`src/rtl/smbus_hdr_pkg.sv`:
```
package smbus_hdr_pkg;

   typedef enum logic [3:0] {
      MT_GENERIC    = 4'h0,
      MT_GPREAD     = 4'h7,
      MT_ARP_PREP   = 4'h8,
      MT_ARP_RST_G  = 4'h9,
      MT_ARP_UDID_G = 4'hA,
      MT_ARP_ASSIGN = 4'hB,
      MT_ARP_UDID_D = 4'hC,
      MT_ARP_RST_D  = 4'hD,
      MT_UNCLASS    = 4'hE,
      MT_NOTIFY     = 4'hF
   } msg_type_e;

   localparam int HDR_PAY_W = 8;
   localparam int HDR_RD_W  = 6;

   function automatic logic [31:0] pack_hdr(input logic [HDR_PAY_W-1:0] pay,
                                            input logic [HDR_RD_W-1:0]  rd,
                                            input msg_type_e             mt);
      return {pay, 2'b00, rd, 4'h0, mt, 8'h00};
   endfunction

endpackage

```
`src/rtl/smbus_hdr_satcnt.sv`:
```
module smbus_hdr_satcnt #(
   parameter int W        = 8,
   parameter bit SATURATE = 1'b1
) (
   input  logic         clk,
   input  logic         rst_n,
   input  logic         inc,
   input  logic         clr,
   output logic [W-1:0] cnt,
   output logic [W-1:0] cnt_nxt
);
   localparam logic [W-1:0] MAXV = {W{1'b1}};

   generate
      if (W < 1) begin : g_bad_w
         $error("smbus_hdr_satcnt: W must be at least 1");
      end
      if (SATURATE) begin : g_sat
         always_comb cnt_nxt = (inc && (cnt != MAXV)) ? cnt + W'(1) : cnt;

         assert_sat_hold_R5: assert property (@(posedge clk) disable iff (!rst_n)
            (cnt == MAXV && inc && !clr) |=> (cnt == MAXV));
      end else begin : g_wrap
         always_comb cnt_nxt = cnt + W'(inc);
      end
   endgenerate

   always_ff @(posedge clk or negedge rst_n) begin
      if (!rst_n)   cnt <= '0;
      else if (clr) cnt <= '0;
      else          cnt <= cnt_nxt;
   end

endmodule

```
`src/rtl/smbus_hdr_class.sv`:
```
module smbus_hdr_class
   import smbus_hdr_pkg::*;
#(
   parameter int                ADDR_W      = 7,
   parameter logic [ADDR_W-1:0] ARP_ADDR    = 7'h61,
   parameter logic [ADDR_W-1:0] NOTIFY_ADDR = 7'h08,
   parameter logic [7:0]        GP_CMD      = 8'h20
) (
   input  logic            clk,
   input  logic            rst_n,
   input  logic            addr_ev,
   input  logic [ADDR_W:0] addr_byte,
   input  logic            cmd_ev,
   input  logic [7:0]      cmd_byte,
   input  logic            clr,
   output msg_type_e       mtype
);
   logic              got_addr, got_addr_n;
   logic [ADDR_W-1:0] faddr, faddr_n;
   logic              frw, frw_n;
   logic              saw_rd, saw_rd_n;
   logic              got_cmd, got_cmd_n;
   logic [7:0]        cmd, cmd_n;

   always_comb begin
      got_addr_n = got_addr | addr_ev;
      faddr_n    = got_addr ? faddr : (addr_ev ? addr_byte[ADDR_W:1] : faddr);
      frw_n      = got_addr ? frw   : (addr_ev ? addr_byte[0] : frw);
      saw_rd_n   = saw_rd | (addr_ev & addr_byte[0]);
      got_cmd_n  = got_cmd | cmd_ev;
      cmd_n      = got_cmd ? cmd : (cmd_ev ? cmd_byte : cmd);
   end

   function automatic msg_type_e arp_decode(input logic [7:0] c);
      case (c)
         8'h01:   return MT_ARP_PREP;
         8'h02:   return MT_ARP_RST_G;
         8'h03:   return MT_ARP_UDID_G;
         8'h04:   return MT_ARP_ASSIGN;
         default: return c[0] ? MT_ARP_UDID_D : MT_ARP_RST_D;
      endcase
   endfunction

   always_comb begin
      if (!got_addr_n)
         mtype = MT_UNCLASS;
      else if (faddr_n == ARP_ADDR)
         mtype = got_cmd_n ? arp_decode(cmd_n) : MT_UNCLASS;
      else if (faddr_n == NOTIFY_ADDR && !frw_n)
         mtype = MT_NOTIFY;
      else if (saw_rd_n && got_cmd_n && cmd_n == GP_CMD)
         mtype = MT_GPREAD;
      else
         mtype = MT_GENERIC;
   end

   always_ff @(posedge clk or negedge rst_n) begin
      if (!rst_n) begin
         got_addr <= 1'b0;
         faddr    <= '0;
         frw      <= 1'b0;
         saw_rd   <= 1'b0;
         got_cmd  <= 1'b0;
         cmd      <= '0;
      end else if (clr) begin
         got_addr <= 1'b0;
         faddr    <= '0;
         frw      <= 1'b0;
         saw_rd   <= 1'b0;
         got_cmd  <= 1'b0;
         cmd      <= '0;
      end else begin
         got_addr <= got_addr_n;
         faddr    <= faddr_n;
         frw      <= frw_n;
         saw_rd   <= saw_rd_n;
         got_cmd  <= got_cmd_n;
         cmd      <= cmd_n;
      end
   end

   assert_first_addr_kept_R10: assert property (@(posedge clk) disable iff (!rst_n)
      (got_addr && addr_ev && !clr) |=> (faddr == $past(faddr)));

   assert_first_cmd_kept_R6: assert property (@(posedge clk) disable iff (!rst_n)
      (got_cmd && cmd_ev && !clr) |=> (cmd == $past(cmd)));

endmodule

```
`src/rtl/smbus_hdr_builder.sv`:
```
module smbus_hdr_builder
   import smbus_hdr_pkg::*;
#(
   parameter int         PAY_W       = 8,
   parameter int         RD_W        = 6,
   parameter bit         SATURATE    = 1'b1,
   parameter logic [6:0] ARP_ADDR    = 7'h61,
   parameter logic [6:0] NOTIFY_ADDR = 7'h08,
   parameter logic [7:0] GP_CMD      = 8'h20
) (
   input  logic        clk,
   input  logic        rst_n,
   input  logic        ev_start,
   input  logic        ev_stop,
   input  logic        ev_addr,
   input  logic [7:0]  addr_byte,
   input  logic        ev_wr,
   input  logic        wr_ack,
   input  logic [7:0]  wr_byte,
   input  logic        ev_rd,
   output logic        hdr_valid,
   output logic [31:0] hdr_data,
   output logic        pay_push,
   output logic [7:0]  pay_data
);
   generate
      if (PAY_W != HDR_PAY_W) begin : g_bad_pay
         $error("smbus_hdr_builder: PAY_W must match the 8-bit header field");
      end
      if (RD_W != HDR_RD_W) begin : g_bad_rd
         $error("smbus_hdr_builder: RD_W must match the 6-bit header field");
      end
   endgenerate

   logic             in_txn;
   logic             trunc_q;
   logic             stop_ok, wr_take, rd_take, addr_take;
   logic [PAY_W-1:0] pay_cnt, pay_cnt_nxt;
   logic [RD_W-1:0]  rd_cnt, rd_cnt_nxt;
   msg_type_e        mtype;

   assign stop_ok   = ev_stop & in_txn;
   assign addr_take = ev_addr & in_txn;
   assign wr_take   = ev_wr & in_txn & wr_ack & ~trunc_q;
   assign rd_take   = ev_rd & in_txn;

   always_ff @(posedge clk or negedge rst_n) begin
      if (!rst_n) begin
         in_txn  <= 1'b0;
         trunc_q <= 1'b0;
      end else if (stop_ok) begin
         in_txn  <= 1'b0;
         trunc_q <= 1'b0;
      end else begin
         if (ev_start) in_txn <= 1'b1;
         if (ev_wr && in_txn && !wr_ack) trunc_q <= 1'b1;
      end
   end

   smbus_hdr_satcnt #(.W(PAY_W), .SATURATE(SATURATE)) u_pay_cnt (
      .clk(clk), .rst_n(rst_n), .inc(wr_take), .clr(stop_ok),
      .cnt(pay_cnt), .cnt_nxt(pay_cnt_nxt));

   smbus_hdr_satcnt #(.W(RD_W), .SATURATE(SATURATE)) u_rd_cnt (
      .clk(clk), .rst_n(rst_n), .inc(rd_take), .clr(stop_ok),
      .cnt(rd_cnt), .cnt_nxt(rd_cnt_nxt));

   smbus_hdr_class #(.ADDR_W(7), .ARP_ADDR(ARP_ADDR), .NOTIFY_ADDR(NOTIFY_ADDR),
                     .GP_CMD(GP_CMD)) u_class (
      .clk(clk), .rst_n(rst_n), .addr_ev(addr_take), .addr_byte(addr_byte),
      .cmd_ev(wr_take), .cmd_byte(wr_byte), .clr(stop_ok), .mtype(mtype));

   always_ff @(posedge clk or negedge rst_n) begin
      if (!rst_n) begin
         hdr_valid <= 1'b0;
         hdr_data  <= '0;
         pay_push  <= 1'b0;
         pay_data  <= '0;
      end else begin
         hdr_valid <= stop_ok;
         if (stop_ok) hdr_data <= pack_hdr(pay_cnt_nxt, rd_cnt_nxt, mtype);
         pay_push  <= wr_take;
         if (wr_take) pay_data <= wr_byte;
      end
   end

   assert_hdr_single_R1: assert property (@(posedge clk) disable iff (!rst_n)
      hdr_valid |=> !hdr_valid);

   assert_hdr_after_stop_R1: assert property (@(posedge clk) disable iff (!rst_n)
      hdr_valid |-> $past(ev_stop));

   assert_push_from_ack_R2: assert property (@(posedge clk) disable iff (!rst_n)
      pay_push |-> $past(ev_wr && wr_ack));

   assert_no_push_after_nack_R3: assert property (@(posedge clk) disable iff (!rst_n)
      (trunc_q && !stop_ok && ev_wr) |=> !pay_push);

   assert_no_read_push_R4: assert property (@(posedge clk) disable iff (!rst_n)
      (ev_rd && !ev_wr) |=> !pay_push);

endmodule

```
`config.mk`:
```
export PLATFORM = sky130hd
export DESIGN_NAME = smbus_hdr_builder
export DESIGN_NICKNAME = d
export VERILOG_FILES = /design/src/rtl/smbus_hdr_pkg.sv /design/src/rtl/smbus_hdr_satcnt.sv /design/src/rtl/smbus_hdr_class.sv /design/src/rtl/smbus_hdr_builder.sv
export SDC_FILE = /design/constraint.sdc
export NUM_CORES = 1
export LEC_CHECK = 0
export ABC_AREA = 1
export CELL_PAD_IN_SITES_DETAIL_PLACEMENT = 0
export CELL_PAD_IN_SITES_GLOBAL_PLACEMENT = 1
export CORE_MARGIN = 2
export CORE_UTILIZATION = 34
export DETAILED_ROUTE_END_ITERATION = 12
export HOLD_SLACK_MARGIN = 0.1
export PLACE_DENSITY = 0.83
export SYNTH_ARGS = -nofsm -noshare
export SYNTH_HDL_FRONTEND = slang
export SYNTH_HIERARCHICAL = 1
export SYNTH_SLANG_ARGS = --single-unit
```
`constraint.sdc`:
```
create_clock -name clk -period 1.8 [get_ports clk]
set_input_delay 0.54 -clock clk [delete_from_list [all_inputs] [get_ports clk]]
set_output_delay 0.54 -clock clk [all_outputs]
set_load 0.01 [all_outputs]
```
==> results summary, run 1 <==
The relative contribution of sequential cells to total power came out at 0.420. The synthesized area divided by synthesized cell count came out at 7.45 um^2. Timing would allow up to 0.534 GHz. The gate count of the mapped netlist is 449. The number of buffers added on ports is 51. The total routed wirelength is 7.35 mm.

Before antenna repair, the detailed router went through 4 iterations. The leakage power total came out at 2.75 nW. The number of hold-slack violations in the final timing report was 0. The sort of element at the start of the critical path is a primary input. Entering global routing, the biggest net connects 29 pins. The count of non-filler cells in the finished layout is 680. The floorplan step defined a core boundary enclosing 0.00968 mm^2. The design internal power came out at 2.82 mW. The final period demand of the worst path came out at 1870 ps. The number of top-level pins came out at 66. After detailed routing, the number of remaining DRC violations is 0. Of all nets on the critical path, the largest fanout is 7.

For the worst setup path, the data required time is 2020 ps. In the final routed layout, each cell accounts on average for 10.8 um. The area of the die came out at 0.0107 mm^2. The number of violations reported at the end of detailed-routing iteration 0 is 78.

The root cell of the clock tree is clkbuf_8. The period utilization is 1.04. By area the synthesized netlist is led by dfrtp_1, nand2_1, inv_1.

Summing every instance area after synthesis gives 0.00335 mm^2. At the later pin of the worst-skew pair, clock insertion delay measures 330 ps. The net switching power of the design came out at 1.43 mW. The data arrival time of the critical path came out at 2100 ps. TritonCTS built the clock tree.

The clock tree synthesis step divided the H-tree into 3 levels. Across the VDD grid, the largest voltage drop is 0.000305 V. The initial antenna violation count is 0. Measured along the y axis, the die boundary spans 103 um. Buffers inserted during clock tree synthesis total 9.

The number of antenna-violating nets in the routed design is 0. The post-layout net count came out at 568. The flow ran to the end, but the final reports show violations.

The number of storage elements in the synthesis netlist is 63. The clock passes through at most 2 buffers. The checks that failed: setup timing. The routability-driven placement congestion ratio is 0.848. For the final database, setup skew stands at 7.28 ps. Setup repair after global routing could not meet its margin everywhere. The first global-routing pass estimated 12.2 mm of wire. The area fraction of the dominant cell type after synthesis is 0.471. For this design the ratio of total power to cell area is 924 mW/mm^2. The clock transition at the register clock pins on the worst setup and hold paths after CTS is 70 ps. The share of synthesized area occupied by flip-flops and latches is 0.471. In this run the core area contains 36 standard-cell rows. In this run the critical register-to-register path is launched from in_txn$_DFFE_PN0P_. The overall die width is 103 um.

From synthesis to final layout, the design area changed by 37.6%. The capture point of the worst reg-to-reg path is hdr_data[10]$_DFFE_PN0P_. After legalization and detailed placement, the total HPWL measured 4.99 mm.

Of the total power, the clock network draws 0.241. The fraction of layout instances using a drive strength above 1 came out at 0.214. The number of antenna diodes in the final layout is 0. The combinational power share is 0.339.

The unique cell type count in the Yosys netlist is 29. The total global-route track usage came out at 0.148. The min-delay analysis places its worst path in the category primary input to async pin. The starting utilization of the core area is 0.345. The total setup violations reported at the end of the flow came out at 3. The number of vias after detailed routing is 2903. Setup slack on the worst reg-to-reg path comes out at -50 ps. The total number of yosys warnings came out at 6. The kind of capture point of the worst setup path is a flop. Of the total power, the share spent switching nets is 0.337. The aggregate global routing overflow came out at 0.

Max-cap violations in this run came to 0. The clock sink total is 63. The number of pins with negative max-slew slack in the final report is 0. The critical path is of the primary input to flop type. The detailed-route vias per instance is 4.27.

Setup slack on the critical path of the routed design comes to -71.2 ps. The post-layout total power is 4.25 mW. For the worst flop-to-flop path, the logic depth is 15. Of all cell types, the one taking the most synthesized area is dfrtp_1. The count of placed standard cells including taps came out at 652. The via count of the first global-routing pass came out at 2707. The filler cells instantiated in the layout total 953.
## flip-flops by register name, summed over array words and instances, names as in the netlist
signal / cells
hdr_data: 18
u_class/frw: 1
hdr_valid: 1
u_class/saw_rd: 1
pay_push: 1
u_class/cmd: 8
u_pay_cnt/cnt: 8
trunc_q: 1
u_rd_cnt/cnt: 6
u_class/got_cmd: 1
u_class/got_addr: 1
in_txn: 1
pay_data: 8
u_class/faddr: 7
## what timing repair did
item / 4_1_cts / 5_1_grt
pin swaps: 14 / 10
hold buffers: 0 / 0
setup buffers: 9 / 1
gates resized for setup: 34 / 36
gates cloned: 1 / 1
endpoints found under the setup margin: 21 / 22
## worst max-delay path, stage by stage
cell and delay, ps:
dlygate4sd2_1 250, nand2_2 70, inv_2 50, nand2_4 60, clkinvlp_4 190, buf_6 180, nand3b_1 80, nand2_2 70
nand2_2 90, nor2_1 50, nand2_1 80, nand2_2 80, a21oi_2 160, nand2_1 70, nand2_1 50, nand2_1 50
## how the worst max path moves through the flow
stage	startpoint	end	slack [ps]
6_report	ev_wr	hdr_data[10]$_DFFE_PN0P_	-70
5_1_grt	in_txn$_DFFE_PN0P_	hdr_data[10]$_DFFE_PN0P_	-240
4_1_cts	in_txn$_DFFE_PN0P_	hdr_data[10]$_DFFE_PN0P_	-20
3_5_place_dp	wr_ack	hdr_data[8]$_DFFE_PN0P_	-760
3_3_place_gp	wr_ack	hdr_data[10]$_DFFE_PN0P_	-740
2_1_floorplan	wr_ack	hdr_data[10]$_DFFE_PN0P_	-150
## cells in the final DEF, fill, tap and decap left out, types with 3 or more instances in the layout
master / instances
clkdlybuf4s50_1: 25
dfrtp_1: 62
nand4_1: 7
xor2_1: 3
a21oi_1: 6
o21ai_2: 4
a21oi_2: 3
nor2_4: 6
inv_2: 7
buf_4: 33
nand3_1: 22
clkbuf_8: 9
nand2_2: 20
nand3b_1: 3
buf_6: 3
nor2_2: 6
dlymetal6s2s_1: 17
dlygate4sd2_1: 7
nand2_4: 6
buf_12: 4
inv_1: 52
clkbuf_1: 3
clkinv_2: 3
nor2_1: 43
conb_1: 14
nand2_1: 158
## cells by family (layout without fill, tap and decap cells)
logic type / after synthesis / in the layout / synth area share
AO/OA/AOI/OAI: 20 / 20 / 0.0370
XOR/XNOR: 3 / 3 / 0.00785
adder cells (fa/ha/maj): 2 / 2 / 0.00748
buffers and inverters: 87 / 170 / 0.127
flip-flops: 63 / 63 / 0.471
other: 1 / 14 / 0.00112
AND/OR/NAND/NOR: 273 / 275 / 0.349
## routing by layer
layer / up-vias / share of wire / track usage / routed length, um
met3: 8 / 0.038 / 0.0323 / 283
met1: 1319 / 0.49 / 0.198 / 3620
met2: 56 / 0.45 / 0.228 / 3330
li1: 1520 / - / - / -
met5: - / 0 / 0 / 0
met4: 0 / 0.016 / 0.0688 / 121
## power groups by stage
| stage | logic (mW) | clock network [mW] | registers (mW) |
|---|---|---|---|
| 6_report | 1.44 | 1.03 | 1.78 |
| 5_1_grt | 1.63 | 1.13 | 1.81 |
| 4_1_cts | 1.40 | 1.07 | 1.79 |
| 3_5_place_dp | 1.28 | 0 | 1.81 |
| 3_3_place_gp | 1.27 | 0 | 1.81 |
| 2_1_floorplan | 0.668 | 0 | 1.84 |
## Yosys cell counts (all sizes together)
| library cell | number |
|---|---|
| nand2 | 184 |
| dfrtp | 63 |
| inv | 61 |
| nor2 | 55 |
| buf | 23 |
| nand3 | 23 |
| a21oi | 9 |
| o21ai | 9 |
| nand4 | 7 |
| nand3b | 3 |
| xor2 | 3 |
| clkinv | 2 |
| ha | 2 |
| a21o | 1 |
| clkbuf | 1 |
| conb | 1 |
| nor3 | 1 |
| o21bai | 1 |
## layout make-up
| type | instances | area [um^2] | share of cell area |
|---|---|---|---|
| sequential | 63 | 1580 | 0.343 |
| multi-input combinational | 314 | 1550 | 0.336 |
| timing repair buffer | 91 | 896 | 0.195 |
| inverter | 63 | 260 | 0.0565 |
| tap | 133 | 166 | 0.0361 |
| clock buffer | 12 | 135 | 0.0293 |
| clock inverter | 4 | 22.5 | 0.00489 |
## metrics by stage
stage                     hold slack [ps]  worst slack [ps]  setup TNS, ps  area, um^2   util
after detailed placement              459              -764         -12920        4180  0.432
final                                 152             -71.2           -182        4600  0.475
after floorplan                       244              -147           -407        3420      -
after global routing                  179              -237           -704        4600  0.475
after CTS                             151             -20.5          -35.7        4480  0.463
after global placement                453              -739         -12450        4180  0.432
Note: power is estimated with default switching activity, not from simulation.
==> run 2, diff against run 1 <==
--- a/config.mk
+++ b/config.mk
@@ -9,10 +9,10 @@
 export CELL_PAD_IN_SITES_DETAIL_PLACEMENT = 0
 export CELL_PAD_IN_SITES_GLOBAL_PLACEMENT = 1
 export CORE_MARGIN = 2
-export CORE_UTILIZATION = 34
+export CORE_UTILIZATION = 37
 export DETAILED_ROUTE_END_ITERATION = 12
 export HOLD_SLACK_MARGIN = 0.1
-export PLACE_DENSITY = 0.83
+export PLACE_DENSITY = 0.85
 export SYNTH_ARGS = -nofsm -noshare
 export SYNTH_HDL_FRONTEND = slang
 export SYNTH_HIERARCHICAL = 1
==> constraint.sdc (replaced) <==
create_clock -name clk -period 2.04 [get_ports clk]
set_input_delay 0.612 -clock clk [delete_from_list [all_inputs] [get_ports clk]]
set_output_delay 0.612 -clock clk [all_outputs]
set_load 0.01 [all_outputs]
==> results summary, run 2 (synthesis results as in run 1) <==
The clock latency at the later pin of the worst-skew pair is 340 ps. The highest net fanout along the worst path came out at 6. Setup violations remaining at the end of the flow were counted as 0. The number of vias after detailed routing is 2984. The final period demand of the worst path came out at 1960 ps. The flow ran to the end, and the final reports show no timing, DRC or antenna violations. The worst setup path is launched from a flop. The peak supply drop came out at 0.000400 V. The post-placement worst setup slack is -474 ps. The root cell of the clock tree is clkbuf_8. The number of hold-slack violations in the final timing report is 0. The power density normalized to cell area came out at 893 mW/mm^2. The post-layout total power is 4.06 mW. The data arrival time of the critical path is 2210 ps.

The detailed router finished its first iteration with 95 violations. The wire length of the first global-routing pass is 12.6 mm. The library cell used most frequently in the layout, excluding fill and tap cells, is nand2_1.

The number of pins with negative max-slew slack in the final report is 0. The setup check on the worst reg-to-reg path leaves a slack of 80 ps. Leaving out fill and tap cells, the most frequent cells in the layout are nand2_1, dfrtp_1, inv_1, clkdlybuf4s50_1, nor2_1.

The number of antenna diodes in the final layout is 0. The critical path crosses 14 cells after its start point. The final sum of negative setup slack is 0 ps. The total global-route track usage is 0.158.

The floorplan has 34 rows. The clock net in this run drives a total of 63 sinks. The dominant delay contributor by cell family on the critical path is buffers and inverters. The design area is 0.00455 mm^2. The period utilization came out at 0.959. The register with the most flip-flops in the layout has 18 of them. The cell at the slowest stage of the critical path is dfrtp_2. The leakage power total is 2.49 nW.

The total routed wirelength is 7.40 mm. The fraction of layout instances using a drive strength above 1 came out at 0.220. Together, buffers and inverters on the worst path number 8. The number of top-level pins is 66. Dividing the detail-routed wire length by the instance count gives 11.3 um. The tightest hold path in the finished design has a slack of 284 ps. For the worst flop-to-flop path, the logic depth is 14. The register with the most flip-flops is hdr_data. The type of the most critical hold path is primary input to async pin. The hold-fix buffer count after cts came out at 0.

The number of buffers added on ports came out at 51. The number of iterations in the first detailed-routing pass came out at 4. The starting utilization of the core area came out at 0.382. The largest clock skew in the final design came out at 11.4 ps. The placeable core area came out at 0.00876 mm^2. Once detail routing completed, the nets flagged for antenna violations numbered 0. The routability-driven placement congestion ratio is 0.859. For this run, the slowest stage of the critical path takes 430 ps. The final worst setup slack came out at 83.7 ps. Relative to the synthesized area, the layout overhead comes to 36.1%. The floorplan step set the die height to 99.1 um. The via count of the first global-routing pass is 2922.

The pin count of the biggest net entering global routing came out at 64. The placed wire-length estimate after detailed placement came out at 5.01 mm. The critical path class is flop to flop.

The overall die width is 99.1 um. After clock tree synthesis, the clock-pin slew on the worst setup and hold paths is 80 ps. The maximum frequency from static timing analysis is 0.511 GHz. The post-layout net count came out at 571. The buffer depth of the longest clock path is 2. The aggregate global routing overflow is 0. TritonCTS built the clock tree.

The number of buffers created by CTS is 9. The area of the die is 0.00982 mm^2. The initial antenna violation count is 0.

The final routed DRC violation total is 0. The worst setup path is captured at a flop. The critical path data required time came out at 2300 ps. The H-tree was split into 3 levels. The tool flagged a number of max-cap violations equal to 0.

The cell that appears most often on the critical path is buf_4. The total placed instance area came out at 0.00412 mm^2. The detailed-route vias per instance is 4.54. Traced cell by cell, the critical path runs through nand2_1 > inv_2 > nand2_4 > clkinvlp_4 > inv_2 > nor2_4 > nand2_1 > nand2_1 > buf_4 > buf_4 > buf_4 > buf_4 > buf_4 > nor2_1.
## run 2: repair_timing
item | CTS | global route
resized for setup | 9 | 36
setup buffers | 8 | 4
cloned | 1 | 0
endpoints found under the hold margin | 0 | 0
endpoints found under the setup margin | 4 | 5
pin swaps | 8 | 29
## run 2: through the flow
step | util | instances
after global placement | 0.471 | 629
after CTS | 0.505 | 653
final | 0.519 | 657
after global routing | 0.519 | 657
after floorplan | - | 462
after detailed placement | 0.471 | 629
## run 2: final timing paths
| check | endpoint | from |
|---|---|---|
| worst max register to register | u_class/cmd[7]$_DFF_PN0_ | in_txn$_DFFE_PN0P_ |
| worst min-delay path | u_class/cmd[5]$_DFF_PN0_ | rst_n |
| min in group clk | pay_data[4]$_DFFE_PN0P_ | pay_data[4]$_DFFE_PN0P_ |
| worst max-delay path | u_class/cmd[7]$_DFF_PN0_ | in_txn$_DFFE_PN0P_ |
| max in group asynchronous | in_txn$_DFFE_PN0P_ | rst_n |
| worst min register to register | pay_data[4]$_DFFE_PN0P_ | pay_data[4]$_DFFE_PN0P_ |
## run 2: cell type report
type,count,area (um^2)
Fill cell,832,4210
Sequential cell,63,1580
Multi-Input combinational cell,313,1520
Timing Repair Buffer,95,872
Inverter,63,240
Clock buffer,11,141
Tap cell,108,135
Clock inverter,4,70.1
## run 2: layer usage
metal	track usage	wire length, um	vias to the layer above
met5	0	0	-
met3	0.0274	243	9
met4	0.0748	128	0
li1	-	-	1518
met1	0.195	3440	1402
met2	0.268	3590	55
## run 2: report_power, final
group | total, mW | switching (mW) | internal (mW)
Clock | 1.18 | 0.470 | 0.711
Combinational | 1.31 | 0.680 | 0.627
Sequential | 1.58 | 0.121 | 1.45
Total | 4.06 | 1.27 | 2.79
==> run 3, diff against run 2 <==
--- a/config.mk
+++ b/config.mk
@@ -6,6 +6,7 @@
 export NUM_CORES = 1
 export LEC_CHECK = 0
 export ABC_AREA = 1
+export ABC_CLOCK_PERIOD_IN_PS = 2040
 export CELL_PAD_IN_SITES_DETAIL_PLACEMENT = 0
 export CELL_PAD_IN_SITES_GLOBAL_PLACEMENT = 1
 export CORE_MARGIN = 2
==> results of run 3 <==
No change in the layout: final DEF, timing and power equal those of run 2.
